File: config.mk
export PLATFORM = sky130hd
export DESIGN_NAME = dma_page_bank
export DESIGN_NICKNAME = d
export VERILOG_FILES = /design/src/rtl/dma_page_bank.sv
export SDC_FILE = /design/constraint.sdc
export NUM_CORES = 1
export LEC_CHECK = 0
export BUFFER_PORTS_ARGS = -buffer_cell sky130_fd_sc_hd__buf_2
export CAP_MARGIN = 20
export CORE_MARGIN = 5
export CORE_UTILIZATION = 35
export DETAILED_ROUTE_END_ITERATION = 8
export GPL_TIMING_DRIVEN = 0
export PLACE_DENSITY = 0.65
export SETUP_SLACK_MARGIN = 0.1
export SYNTH_ARGS = -nofsm -noshare
export SYNTH_HDL_FRONTEND = slang
export SYNTH_SLANG_ARGS = --single-unit
File: constraint.sdc
create_clock -name clk -period 9.9 [get_ports clk]
set_input_delay 2.475 -clock clk [delete_from_list [all_inputs] [get_ports clk]]
set_output_delay 2.475 -clock clk [all_outputs]
set_load 0.1 [all_outputs]
File: src/rtl/dma_page_bank.sv
`timescale 1ns/1ps
module dma_page_bank #(
  parameter int OFS_W = 4,
  parameter int PAGE_W = 8,
  parameter int HIGH_W = 7,
  parameter int CUR_W = 16,
  parameter bit HI_EN = 1'b1,
  localparam int PHYS_W = HIGH_W + PAGE_W + CUR_W,
  localparam int NCH = 4
) (
  input  logic              clk,
  input  logic              rst_n,
  input  logic              io_wr,
  input  logic              io_rd,
  input  logic              io_hi,
  input  logic [OFS_W-1:0]  io_ofs,
  input  logic [PAGE_W-1:0] io_wdata,
  output logic [PAGE_W-1:0] io_rdata,
  output logic              io_valid,
  output logic              io_err,
  input  logic [1:0]        xfer_chan,
  input  logic [7:0]        xfer_mode,
  input  logic [CUR_W-1:0]  xfer_cur,
  input  logic [CUR_W-1:0]  xfer_pos,
  input  logic [CUR_W-1:0]  xfer_len,
  output logic [PHYS_W-1:0] xfer_addr
);

  logic [NCH-1:0][PAGE_W-1:0] lo_q;
  logic [NCH-1:0][PAGE_W-1:0] hi_q;
  logic       hit;
  logic [1:0] ch;

  wire unused_ofs  = ^io_ofs;
  wire unused_mode = ^{xfer_mode[7:6], xfer_mode[4:0]};

  always_comb begin
    hit = 1'b1;
    ch  = 2'd0;
    unique case (io_ofs[2:0])
      3'd1: ch = 2'd2;
      3'd2: ch = 2'd3;
      3'd3: ch = 2'd1;
      3'd7: ch = 2'd0;
      default: hit = 1'b0;
    endcase
  end

  wire bank_ok = !io_hi || HI_EN;
  wire access  = io_wr || io_rd;
  wire good    = access && hit && bank_ok;

  always_ff @(posedge clk) begin
    if (!rst_n) begin
      lo_q <= '0;
    end else begin
      for (int i = 0; i < NCH; i++)
        if (io_wr && hit && !io_hi && ch == 2'(i)) lo_q[i] <= io_wdata;
    end
  end

  generate
    if (HI_EN) begin : g_high
      always_ff @(posedge clk) begin
        if (!rst_n) begin
          hi_q <= '0;
        end else begin
          for (int i = 0; i < NCH; i++)
            if (io_wr && hit && io_hi && ch == 2'(i)) hi_q[i] <= io_wdata;
        end
      end
    end else begin : g_no_high
      assign hi_q = '0;
    end
  endgenerate

  wire [PAGE_W-1:0] rd_val = !good ? '0 : (io_hi ? hi_q[ch] : lo_q[ch]);

  always_ff @(posedge clk) begin
    if (!rst_n) begin
      io_rdata <= '0;
      io_valid <= 1'b0;
      io_err   <= 1'b0;
    end else begin
      io_valid <= good;
      io_err   <= access && !good;
      if (io_rd) io_rdata <= rd_val;
    end
  end

  wire [PHYS_W-1:0] page_base = {hi_q[xfer_chan][HIGH_W-1:0], lo_q[xfer_chan], xfer_cur};
  wire [PHYS_W-1:0] pos_x = PHYS_W'(xfer_pos);
  wire [PHYS_W-1:0] len_x = PHYS_W'(xfer_len);

  assign xfer_addr = xfer_mode[5] ? page_base - pos_x - len_x : page_base + pos_x;

endmodule


Yosys cells after proc, flatten, opt, wreduce, memory -nomap -nowiden
Cells that the tools add are included.

cells by class
  add/subtract/negate cells = 3
  $lt $le $gt $ge = 2
  eq/ne operators = 7
  muxes and demuxes = 13
  reductions and logical operators = 18

operators by type and width
  cell                                                                   count
  8-bit binary-select mux with 2-bit select                              4
  31-bit by 16-bit subtractor with 31-bit output                         2
  8-bit 2-to-1 mux                                                       5
  31-bit by 16-bit adder with 31-bit output                              1
  31-bit 2-to-1 mux                                                      1
  1-bit logical AND                                                      13
  7-bit 2-to-1 mux                                                       1
  3-bit by 2-bit equality test with 1-bit output, second input constant  2
  2-bit by 3-bit < comparator with 1-bit output, second input constant   2
  2-bit case mux with 3 select lines                                     1
  2-bit equality test, second input constant                             2
  4-bit OR reduction                                                     1
  3-bit by 1-bit equality test with 1-bit output, second input constant  1
  3-bit equality test, second input constant                             1
  2-bit by 1-bit equality test with 1-bit output, second input constant  1
  1-bit zero test                                                        2
  2-bit zero test                                                        1
  1-bit logical OR                                                       1
  1-bit 2-to-1 mux                                                       1

word-level totals
  bits in registers = 74
  input port bits = 75
  output and inout port bits = 41
  logic and storage cells = 54

Logic depth before layout (Yosys ltp)
  depth in word-level cells = 6
  mapped depth = 11
  gate-level depth less buffers = 11

Least setup slack after synthesis
Ideal clock, no wire load.

  path type = input -> output
  start = in xfer_chan[0]
  end = out xfer_addr[29]
  data arrival time = 6198 ps
  data required time = 7425 ps
  path slack = 1227 ps
  cell stages on the path = 11
  path buffers = 2
  path through = buf_6 -> buf_12 -> mux4_1 -> ha_1 -> and3_1 -> nand2_1 -> a21o_1 -> a21oi_1 -> a2111oi_0 -> o22ai_1 -> xnor2_1

on the way
  word-level cells in the longest chain between the ends = 5
  elaborated cells on any way between the ends = 8
  those cells by class = 3 x add/sub; 5 x mux

RTL lines
  item                                                                        line  RTL
  start, declared                                                             21    input logic [1:0] xfer_chan,
  8-bit binary-select mux with 2-bit select                                   91    wire [PHYS_W-1:0] page_base = {hi_q[xfer_chan][HIGH_W-1:0], lo_q[xfer_chan], xfer_cur};
  8-bit 2-to-1 mux (implied by the code) or 7-bit 2-to-1 mux (tied branches)  91
  31-bit by 16-bit subtractor with 31-bit output (2 in series)                95    assign xfer_addr = xfer_mode[5] ? page_base - pos_x - len_x : page_base + pos_x;
  31-bit 2-to-1 mux (*)                                                       95
  end, declared                                                               26    output logic [PHYS_W-1:0] xfer_addr

Mark *: on every way between the ends. The rest lies on a longest branch, timed or not. The select of a mux whose other input is x is not followed.

Worst setup path after layout
  start = in xfer_chan[1]
  end = out xfer_addr[30]

Same word-level chain as after synthesis.

==> impl_results.md <==
* Die X at roughly 150 um
* Slew @ Worst Pin at approximately 1.1 ns
* DR WL met2 at just under 9000 um
* Fmax achieved at between 0.1 and 0.15 GHz
* Combinational share of power at 0.467
* 1st-pass router iterations at 5
* Initial DRC count at 438
* Post-Synth XOR/XNOR Area at 0.0564
* Ant. Diodes at 0
* Met1 wire length at between 8000 and 9000 um
* Top routing layer used: met4
* Critical path peak fanout at 10
* Largest area contributor in the netlist: dfxtp_1
* Final Non-Filler Cells at ~1,100
* Area contributors post-synth: dfxtp_1 (23%), mux2i_1 (13%), nor2b_1 (8.3%), ha_1 (6.7%), fa_1 (5.2%)
* Clock power share at 0.285
* Compound-gate portion of the synthesized area at 0.160
* Simple-gate area share of the yosys netlist at 0.198
* Via Count at 5,920
* Switch Pwr at approximately 550 uW
* Synth-to-Final Area Change at 16.7%
* Critical path class: input pin to primary output
* Slowest CP cell: mux4_1
* I/O Buffers at 95
* Worst setup startpoint: xfer_chan[1]
* Share of cells above drive strength 1 at 0.146
* Hold Path Class: register to register
* Vias in the first global route at 5,766
* Total CTS buffers at 9
* Pin count of the biggest net entering global routing at 13
* Final core occ at 0.411
* Avg WL per Cell at ~17 um
* Post-CTS setup buffers at 0
* Avg Inst Size Synth at roughly 8.5 um^2
* Clock tree root buffer cell: clkbuf_16
* YS warnings at 0
* Slew margin rel. at 0.263
* Die ar. at between 0.02 and 0.025 mm^2
* Crit-path cells: buf_2 > buf_2 > mux4_1 > ha_1 > nand3_1 > nor3_1 > o211ai_1 > nand3_1 > or3_4 > o22ai_1 > xor2_1 > buf_2
* Synth unique cells at 57
* Crit path capture type: primary output
* Seq pwr share at 0.249
* Leakage at approximately 3.3 nW
* WL final at approximately 19,000 um
* DRC viols at 0
* CP Launch Type: input pin
* Initial core utilization at 0.352
* Total gr overflow at 0
* TritonCTS clock tree: yes
* Largest family of logic cells by synthesized area: simple AND/OR/NAND/NOR gates
* Syn nets at roughly 900
* Placer Congestion at roughly 0.88
* Synth Cell Area at between 0.006 and 0.007 mm^2
* Number of clock sinks at 74
* Critical path destination: xfer_addr[30]
* R2R Setup Slk at 8.48 ns
* Die Y at between 100 and 150 um
* Post-Synthesis Cells at between 700 and 800
* Initial antenna violation count at 0
* FF-to-FF End: io_rdata[3]$_SDFFE_PN0P_
* Asr flop ratio synth at 0
* Required @ worst endpoint at ~7.4 ns
* Clk buf depth at 2
* Internal Pwr Total at slightly below 700 uW
* Post-layout minimum cycle time at 8.16 ns
* # hold bufs at CTS at 0
* Yosys reg bits at 74
* CTS-repair resized insts at 0
* Synth Area in Adders at 0.119
* Reg2reg start: lo_q[11]$_SDFFE_PN0P_
* Placed Cells at roughly 1,100
* Tcrit/Tclk final at 0.824
* Worst-Skew Late Latency at between 0.3 and 0.4 ns
* Max stage delay on crit path at between 0.4 and 0.5 ns
* Status: finished clean
* Setup_tns at 0 ns
* H-tree depth at 3
* R2R depth at 6
* Number of max-cap violations at 0
* Clk_skew at approximately 0.0058 ns
* Met3 WL at approximately 1000 um
* Final Hold Viols at 0
* CP most frequent cell: buf_2
* First-pass GRT wire length at slightly below 30,000 um
* Post-synth EDFFs at 0
* Final ANT Viol Nets at 0
* Cell Rows at 50
* Synth top area share at 0.227
* Top_reg_cell synth: dfxtp_1
* Net Sw Frac at 0.449
* Power, Total at between 1 and 1.5 mW
* Sequential area share after synthesis at 0.227
* GRT Total Usage at 0.168
* # nets final at ~1,000
* IO Pins at ~120
* Slew Viols, Final at 0
* DR vias/cell at 5.34
* Post-synthesis mux area share at 0.184
* Unrepaired setup endpoints after global routing: false
* Peak VDD IR at ~0.1 mV
* Clk pin slew, worst setup/hold paths at 0.06 ns
* DP Wirelength at about 14,000 um
* Worst Path Arrival at approximately 5.7 ns
* Power Density at 162 mW/mm^2
* Placeable Area at ~0.019 mm^2
* Final setup fails at 0
metrics by stage:
step | worst slack (ns) | cell area (um^2) | hold WS [ns]
global route | 1.43 | 7600 | 0.557
CTS | 1.71 | 7600 | 0.524
global placement | 1.69 | 7290 | 0.499
detailed placement | 1.71 | 7290 | 0.507
floorplan | 1.23 | 6520 | 0.482
finish | 1.74 | 7600 | 0.516
per-layer routing:
metal | up-vias | track usage
met5 | - | 0
met4 | 0 | 0.0334
met3 | 15 | 0.0227
met2 | 197 | 0.284
met1 | 2783 | 0.230
li1 | 2925 | -
flip-flops by register name, indices dropped and copies added (netlist names):
name and cells:
lo_q 32, io_err 1, io_valid 1, hi_q 32
io_rdata 8
placed cells by master, fill, tap and decap left out, types with 12 or more instances in the layout:
cell      count
a21oi_1      66
buf_2        97
clkbuf_1     35
dfxtp_1      74
fa_1         17
ha_1         35
inv_1        43
mux2i_1      82
nand2_1      42
nand3_1      16
nor2_1       43
nor2b_1      86
o21ai_0      38
o22ai_1      12
xnor2_1      16
xor2_1       26
cell usage after synthesis (3+ instances only):
cell type / instances
nand3b_1: 5
nor2b_1: 86
o221ai_1: 9
clkbuf_1: 35
and3_1: 3
o22ai_1: 12
a31oi_1: 5
ha_1: 35
xnor2_1: 16
and2_1: 4
xor2_1: 26
or3_1: 5
buf_1: 6
nor3_1: 7
nand4_1: 5
dfxtp_1: 74
nand2b_1: 10
nor2_1: 43
a21o_1: 8
nand2_1: 42
a211oi_1: 4
a21oi_1: 66
mux2i_1: 82
mux4_1: 11
fa_1: 17
o21ai_0: 38
nand3_1: 16
mux4_2: 4
o211ai_1: 6
o31ai_1: 3
or2_2: 3
o21a_1: 5
inv_1: 43
layout make-up:
class,instances,area [um^2]
timing repair buffer,95,475
multi-input combinational,602,4680
inverter,43,161
tap,234,293
clock inverter,5,78.8
buffer,45,195
sequential,74,1480
fill,1887,10900
clock buffer,10,239
logic make-up (layout without fill, tap and decap cells):
family          count (synthesis)  count (layout)
mux                            97              97
compound gates                171             171
simple gates                  240             240
buf+inv                        88             198
xor+xnor                       42              42
fa+ha+maj                      52              52
flops                          74              74
critical path, delay by kind of cell:
kind                     cells  cell delay (ns)
buffers and inverters        3             1.01
AO/OA/AOI/OAI                2             0.36
AND/OR/NAND/NOR              4             0.76
adder cells (fa/ha/maj)      1             0.41
XOR/XNOR                     1             0.21
multiplexers                 1             0.46
worst min path at each step:
stage	start	end	slack, ns	cells after the start
5_1_grt	hi_q[15]$_SDFFE_PN0P_	hi_q[15]$_SDFFE_PN0P_	0.56	2
6_report	hi_q[15]$_SDFFE_PN0P_	hi_q[15]$_SDFFE_PN0P_	0.52	2
2_1_floorplan	hi_q[15]$_SDFFE_PN0P_	hi_q[15]$_SDFFE_PN0P_	0.48	2
3_5_place_dp	hi_q[15]$_SDFFE_PN0P_	hi_q[15]$_SDFFE_PN0P_	0.51	2
3_3_place_gp	hi_q[7]$_SDFFE_PN0P_	hi_q[7]$_SDFFE_PN0P_	0.50	2
4_1_cts	hi_q[15]$_SDFFE_PN0P_	hi_q[15]$_SDFFE_PN0P_	0.52	2
power groups by stage:
stage               Sequential [mW]  Clock (mW)  Combinational (mW)
finish                        0.306       0.350               0.575
global route                  0.306       0.367               0.614
CTS                           0.306       0.352               0.574
detailed placement            0.312           0               0.572
global placement              0.312           0               0.570
floorplan                     0.323           0               0.449
No activity file was read; power rests on OpenSTA's default activity.
